===== config.mk =====
export PLATFORM = sky130hd
export DESIGN_NAME = tsa_init_top
export DESIGN_NICKNAME = d
export VERILOG_FILES = /design/src/rtl/tsa_init_pkg.sv /design/src/rtl/tsa_init_ctrl.sv /design/src/rtl/tsa_init_dpath.sv /design/src/rtl/tsa_init_top.sv
export SDC_FILE = /design/constraint.sdc
export NUM_CORES = 1
export LEC_CHECK = 0
export ABC_CLOCK_PERIOD_IN_PS = 8920
export BUFFER_PORTS_ARGS = -buffer_cell sky130_fd_sc_hd__buf_2
export CAP_MARGIN = 20
export CORE_ASPECT_RATIO = 1.25
export CORE_MARGIN = 4
export CORE_UTILIZATION = 30
export CTS_CLUSTER_SIZE = 30
export DETAILED_ROUTE_END_ITERATION = 12
export PLACE_DENSITY = 0.5
export SYNTH_ARGS = -nofsm -noshare
export SYNTH_HDL_FRONTEND = slang
export SYNTH_SLANG_ARGS = --single-unit

===== constraint.sdc =====
create_clock -name clk -period 8.92 [get_ports clk]
set_input_delay 1.338 -clock clk [delete_from_list [all_inputs] [get_ports clk]]
set_output_delay 1.338 -clock clk [all_outputs]
set_load 0.05 [all_outputs]

===== src/rtl/tsa_init_pkg.sv =====
`timescale 1ns/1ps
package tsa_init_pkg;
  localparam int SLOTS    = 32;
  localparam int SLOT_W   = $clog2(SLOTS);
  localparam int REG_W    = 16;
  localparam int ENTRY_W  = 16;
  localparam int CH_W     = SLOT_W;
  localparam int RD_POS   = 5;
  localparam int INIT_POS = 8;
  localparam logic [REG_W-1:0] ADDR_RST = REG_W'(1) << INIT_POS;

  // strobes from control to datapath
  typedef struct packed {
    logic              memWe;
    logic              fillSel;
    logic              rdLoad;
    logic [SLOT_W-1:0] memAddr;
  } tsaStrobe_t;
endpackage


===== src/rtl/tsa_init_ctrl.sv =====
`timescale 1ns/1ps
module tsa_init_ctrl
  import tsa_init_pkg::*;
(
  input  logic                 clk,
  input  logic                 rstN,
  input  logic                 addrWr,
  input  logic [SLOT_W-1:0]    wrSlot,
  input  logic                 wrRead,
  input  logic                 wrInit,
  output tsaStrobe_t           strobe,
  output logic [REG_W-1:0]     addrRegOut,
  output logic                 initActive,
  output logic                 passDone
);
  localparam logic [SLOT_W-1:0] LAST = SLOT_W'(SLOTS - 1);

  logic [SLOT_W-1:0] slotQ;
  logic [SLOT_W-1:0] ptrQ;
  logic              readQ;
  logic              initQ;
  logic              doneQ;
  logic              cmdGo;

  // a command reaches the memory only when the walker is idle and stays idle
  assign cmdGo = addrWr && !initQ && !wrInit;

  always_ff @(posedge clk or negedge rstN) begin
    if (!rstN) begin
      slotQ <= ADDR_RST[SLOT_W-1:0];
      readQ <= ADDR_RST[RD_POS];
      initQ <= ADDR_RST[INIT_POS];
      ptrQ  <= '0;
      doneQ <= 1'b0;
    end else begin
      doneQ <= initQ && (ptrQ == LAST);
      if (initQ) begin
        ptrQ <= (ptrQ == LAST) ? '0 : ptrQ + 1'b1;
      end else begin
        ptrQ <= '0;
      end
      if (addrWr) begin
        slotQ <= wrSlot;
        readQ <= wrRead;
        initQ <= wrInit;
      end
    end
  end

  always_comb begin
    strobe         = '0;
    strobe.fillSel = initQ;
    if (initQ) begin
      strobe.memWe   = 1'b1;
      strobe.memAddr = ptrQ;
    end else begin
      strobe.memAddr = wrSlot;
      strobe.memWe   = cmdGo && !wrRead;
      strobe.rdLoad  = cmdGo && wrRead;
    end
  end

  always_comb begin
    addrRegOut                 = '0;
    addrRegOut[SLOT_W-1:0]     = slotQ;
    addrRegOut[RD_POS]         = readQ;
    addrRegOut[INIT_POS]       = initQ;
  end

  assign initActive = initQ;
  assign passDone   = doneQ;
endmodule


===== src/rtl/tsa_init_dpath.sv =====
`timescale 1ns/1ps
module tsa_init_dpath
  import tsa_init_pkg::*;
(
  input  logic               clk,
  input  logic               rstN,
  input  logic               dataWr,
  input  logic [REG_W-1:0]   wrData,
  input  tsaStrobe_t         strobe,
  output logic [ENTRY_W-1:0] dataRegOut
);
  logic [ENTRY_W-1:0] memQ [SLOTS];
  logic [ENTRY_W-1:0] dataQ;
  logic [ENTRY_W-1:0] wrWord;

  // fill writes substitute the slot index into the channel field
  always_comb begin
    wrWord = dataQ;
    if (strobe.fillSel) begin
      wrWord[CH_W-1:0] = strobe.memAddr;
    end
  end

  always_ff @(posedge clk) begin
    if (strobe.memWe) begin
      memQ[strobe.memAddr] <= wrWord;
    end
  end

  always_ff @(posedge clk or negedge rstN) begin
    if (!rstN) begin
      dataQ <= '0;
    end else if (dataWr) begin
      dataQ <= ENTRY_W'(wrData);
    end else if (strobe.rdLoad) begin
      dataQ <= memQ[strobe.memAddr];
    end
  end

  assign dataRegOut = dataQ;
endmodule


===== src/rtl/tsa_init_top.sv =====
`timescale 1ns/1ps
module tsa_init_top
  import tsa_init_pkg::*;
(
  input  logic                 clk,
  input  logic                 rstN,
  input  logic                 regWrEn,
  input  logic                 regSel,
  input  logic [REG_W-1:0]     regWrData,
  output logic [REG_W-1:0]     addrRegOut,
  output logic [ENTRY_W-1:0]   dataRegOut,
  output logic                 ctrlRst,
  output logic                 passDone
);
  tsaStrobe_t strobe;
  logic       initActive;

  tsa_init_ctrl uCtrl (
    .clk        (clk),
    .rstN       (rstN),
    .addrWr     (regWrEn && !regSel),
    .wrSlot     (regWrData[SLOT_W-1:0]),
    .wrRead     (regWrData[RD_POS]),
    .wrInit     (regWrData[INIT_POS]),
    .strobe     (strobe),
    .addrRegOut (addrRegOut),
    .initActive (initActive),
    .passDone   (passDone)
  );

  tsa_init_dpath uDpath (
    .clk        (clk),
    .rstN       (rstN),
    .dataWr     (regWrEn && regSel),
    .wrData     (regWrData),
    .strobe     (strobe),
    .dataRegOut (dataRegOut)
  );

  assign ctrlRst = initActive;
endmodule


After elaboration in Yosys (flattened, before gate mapping) --
Memory sizes are Yosys's and may differ from the RTL's. Cells that the tools add are included.
Word-level totals: bits in registers 29, bits in latches 0, RAM bits 512, ROM bits 0, bits of input ports 20, output and inout bits 34, logic and storage cells 31, memories kept 1
Cells by class: add/subtract/negate cells 1, multipliers 0, div/mod/pow operators 0, order comparisons 0, equality and inequality tests 1, shifts and indexed selects 0, multiplexer cells 10, bitwise logic cells 0, reductions and logical operators 12
Memory list:
- uDpath.memQ | words 32, bits a word 16, rd ports 1, clocked after Yosys merged registers in 0, write ports 1, line tsa_init_dpath.sv:12 | logic [ENTRY_W-1:0] memQ [SLOTS];
Operators with widths (count):
- two-way mux 16 bit | 2
- two-way mux 5 bit | 4
- logical AND 1 bit | 7
- adder 5 x 1 -> 5 bit (second input constant) | 1
- equality test 5 bit (second input constant) | 1
- logical NOT 1 bit | 4
- two-way mux 1 bit | 4
- nonzero test 2 bit | 1

Logic depth before layout (Yosys ltp) --
depth in word-level cells 8, mapped depth 10, mapped depth without buffers 6

Modules after synthesis --
A second synthesis with hierarchy kept.
Second synthesis, totals: cells, all modules 1136, area, all modules 21393.0 um^2
Modules (own cells, without submodules):
- tsa_init_dpath | times used 1, cells an instance 1077, area each 20683.6 um^2, seq. area each 15775.1 um^2
- tsa_init_ctrl | times used 1, cells an instance 57, area each 693.2 um^2, seq. area each 326.6 um^2
- tsa_init_top | times used 1, cells an instance 2, area each 16.3 um^2, seq. area each 0.0 um^2

Least setup slack after synthesis --
No wires, ideal clock.
path type input -> register, from in regWrData[0], to mem uDpath.memQ[23][0], enable pin, setup time 0.388 ns, data arrival time 3.467 ns, data required time 8.532 ns, slack 5.065 ns, stages on the path 7, buffers on the path 4, cells stage by stage mux2_2 buf_2 buf_2 buf_2 buf_2 nand2_1 nor2_1
Between the ends: longest elaborated chain between the ends 1
RTL lines:
- start: declaration | line tsa_init_top.sv:9 | input logic [REG_W-1:0] regWrData,
- two-way mux 5 bit | line tsa_init_ctrl.sv:53 | if (initQ) begin
- end: declaration | line tsa_init_dpath.sv:12
No other way between the ends.

Worst setup path after layout --
from in regWrData[0], to reg uDpath.dataQ[3], in the netlist uDpath.dataRegOut[3]
Between the ends: longest elaborated chain between the ends 4
RTL lines:
- two-way mux 5 bit | line tsa_init_ctrl.sv:53
- memory read (32 x 16 bit)
- two-way mux 16 bit | line tsa_init_dpath.sv:35 | end else if (strobe.rdLoad) begin
- two-way mux 16 bit | line tsa_init_dpath.sv:33 | end else if (dataWr) begin
- end signal: assignment | line tsa_init_dpath.sv:34 | dataQ <= ENTRY_W'(wrData);
- end signal: assignment | line tsa_init_dpath.sv:36 | dataQ <= memQ[strobe.memAddr];
- end: declaration | line tsa_init_dpath.sv:13 | logic [ENTRY_W-1:0] dataQ;
No other way between the ends. The select of a mux whose other input is x is not followed. A chain may end at the register's enable or synchronous reset.

==> key figures <==
Outcome
  – Status: finished clean

Run
  – Max cap viols: 0

Timing
  – Setup TNS: 0 ps
  – Clock skew: 28.15 ps
  – Fin crit share: 48.65%
  – Setup violators final: 0
  – Slew @ Worst Pin: approximately 1100 ps
  – Fmax: 0.2304 GHz
  – Fin. Hold Viols: 0
  – RSZ-0062 raised after global routing: no
  – Fin crit period: between 4000 and 5000 ps
  – Max-slew headroom: 24.69%
  – Fin. max-slew vios: 0

Die
  – Die X: ~240 um
  – Vert. Die Dim: 302.9 um
  – Die area: 73890 sq um
  – Core ar.: 68550 sq um
  – Starting density of the core: between 30% and 40%
  – Num rows: 107
  – I/O Pins: 54

Final layout
  – Final Instance Count excl. Fillers: roughly 2200
  – Final net count: about 1300
  – Area delta synth->final: 15.98%
  – Final instance area: 24210 sq um
  – Ratio of cells with drive above 1 in the final layout: 20.77%

Placed design
  – Gp weighted congestion: 0.7953
  – Hpwl dp: 37580 um
  – Cell Area, Placed: 22420 sq um
  – Number of I/O port buffers: 44
  – Inst Count DP: 2120

Synthesis
  – Synth Warn #: 0
  – Mean Syn Cell Area: 17.57 sq um
  – Post-synth top area cell: edfxtp_1
  – Async SR Flop Fraction: under 10%
  – Ys flop type: edfxtp_1
  – Cell area after synthesis: about 21000 sq um
  – Post-synthesis sequential area ratio: between 70% and 80%
  – EDFF count, synth: 512
  – Top cell type's share of synthesized area: between 70% and 80%
  – Yosys reg bits: between 500 and 600
  – Gate Count Post-Synth: 1188
  – Count leader, synth: edfxtp_1
  – Netlist cell types: 49
  – Top cells by area, synth: edfxtp_1 74%, a22oi_1 4.7%, mux4_2 4.2%
  – Most frequent cells after synthesis: 512 x edfxtp_1, 131 x a22oi_1, 82 x a21oi_1

Critical path
  – Worst path depth: 9
  – Crit start category: input pin
  – Bufs and invs on worst path: 3
  – Largest stage delay, worst path: approximately 660 ps
  – CP delay by family, top: multiplexers
  – Max FO, Critical Path: 32
  – Crit path cell chain: buf_2 -> mux2_4 -> buf_4 -> mux4_2 -> nand2_1 -> o21ai_0 -> a2111oi_0 -> buf_1 -> a21oi_1
  – Worst EP arrival: 4760 ps
  – Reg2Reg Depth: 8
  – Critical path type: input pin to flop
  – Req. time, crit path: just over 9000 ps
  – Endpoint class of the critical path: flop
  – Slowest CP cell: buf_4

Detailed routing
  – Post-route ant nets: 0
  – DR WL/cell: between 20 and 30 um
  – Vias per cell: 5.255
  – Starting DRC count in detailed routing: 1029
  – Drt drc: 0
  – DRT Pass-1 Iters: 7
  – Via count: around 12000
  – Total Wirelength: roughly 60000 um

Pwr
  – Maximum vdd drop: 0.1503 mV
  – Power per cell area: 251.8 nW/um^2
  – Total power draw: just over 6 mW
  – Pleak: 7.514 nW

CTS
  – Clock buffer count from CTS: just over 50
  – CTS tree: built
  – Post-CTS Setup Bufs: 0
  – CTS H-Tree Depth: 2
  – # clock sinks: between 500 and 600
  – Root Driver: clkbuf_16
  – CTS max path bufs: 3
  – Post_cts resized: 0
  – Worst-path clk slew: 60 ps
  – Hold_buf cts: 0
  – Worst-skew pair later-pin latency: 590 ps

Global routing
  – Largest net degree at the start of global routing: 53
  – Vias in the first global route: 11360
  – Global-route wire length before repair: roughly 87000 um
  – GRT Resource Usage Total: 16.07%
  – Initial antenna violation count: 2
  – Gr ovfl total: 0

Worst hold path
  – Hold path cells: 1
  – Hold WC Path Type: flop to flop
[state kept, by name (all words and copies together), names as in the netlist]
register	flops
uDpath.memQ	512
uCtrl.initActive	1
uCtrl.readQ	1
uCtrl.passDone	1
uDpath.dataRegOut	16
uCtrl.ptrQ	5
uCtrl.slotQ	5
[power by group]
part	switching, mW	internal, mW
Clock	0.930	1.26
Combinational	0.652	0.245
Sequential	0.0487	2.96
Total	1.63	4.47
[path summary, 6_finish.rpt]
kind / start / to / slack (ps)
setup reg to reg: uCtrl.initActive / uDpath.dataRegOut[3] / 4590
min in group asynchronous: rstN / uCtrl.ptrQ[0] / 890
setup / recovery: regWrData[0] / uDpath.dataRegOut[3] / 4580
hold / removal: uCtrl.slotQ[1] / uCtrl.slotQ[1] / 500
hold reg to reg: uCtrl.slotQ[1] / uCtrl.slotQ[1] / 500
max in group asynchronous: rstN / uDpath.dataRegOut[11] / 7390
[kinds of logic (layout without fill, tap and decap cells)]
kind of cell	after synthesis	after routing	share of synthesized area, %
XOR/XNOR	2	2	0.08393
flip-flops	541	541	77.13
other	1	11	0.01796
multiplexers	72	72	5.868
AND/OR/NAND/NOR	127	127	3.129
buffers and inverters	101	200	2.308
adder cells (fa/ha/maj)	2	2	0.1199
AO/OA/AOI/OAI	342	342	11.34
[through the flow]
| stage | worst slack, ps | hold slack [ps] | utilization [%] |
|---|---|---|---|
| 6_report | 4580 | 497.2 | 35.32 |
| 5_1_grt | 4398 | 516.4 | 35.31 |
| 4_1_cts | 4482 | 502.7 | 35.13 |
| 3_5_place_dp | 3911 | 489.5 | 32.70 |
| 3_3_place_gp | 3154 | 485.4 | 32.41 |
| 2_1_floorplan | 5065 | 480.7 | - |
[layout make-up]
type | count | area [sq um]
Timing Repair Buffer | 100 | 779.5
Clock buffer | 71 | 1381
Antenna cell | 2 | 5.005
Clock inverter | 22 | 280.3
Tap cell | 926 | 1159
Inverter | 7 | 26.28
Multi-Input combinational cell | 554 | 4477
Sequential cell | 541 | 16100
Fill cell | 6479 | 44340
[layout by cell type, fill, tap and decap left out, types with 4 or more instances in the layout]
cell,synthesis,layout
a2111oi_0,21,18
a211oi_1,7,7
a21oi_1,82,81
a22oi_1,131,131
a32o_1,5,5
and2_1,14,14
and3_1,5,5
buf_2,9,50
buf_4,22,31
buf_8,0,13
bufinv_16,0,6
clkbuf_1,50,17
clkbuf_16,0,51
clkinv_1,0,6
clkinv_2,0,6
conb_1,1,9
dfrtp_1,28,27
edfxtp_1,512,512
inv_1,7,7
mux2_2,13,12
mux2i_1,20,20
mux4_2,39,39
nand2_1,19,19
nand2b_1,4,4
nor2_1,43,11
nor2_2,0,32
nor2b_1,7,7
nor3_1,6,5
nor4_1,13,12
o21a_1,43,43
o21ai_0,16,15
o221ai_1,7,7
o22ai_1,17,17
or2_2,4,4
[metal layers]
metal | vias up | share of wire [%] | track usage, %
li1 | 4971 | - | -
met1 | 6266 | 43 | 21.32
met2 | 363 | 50 | 27.81
met3 | 82 | 5.2 | 2.590
met4 | 0 | 2.4 | 3.963
met5 | - | 0 | 0
(Power assumes the default switching activity.)
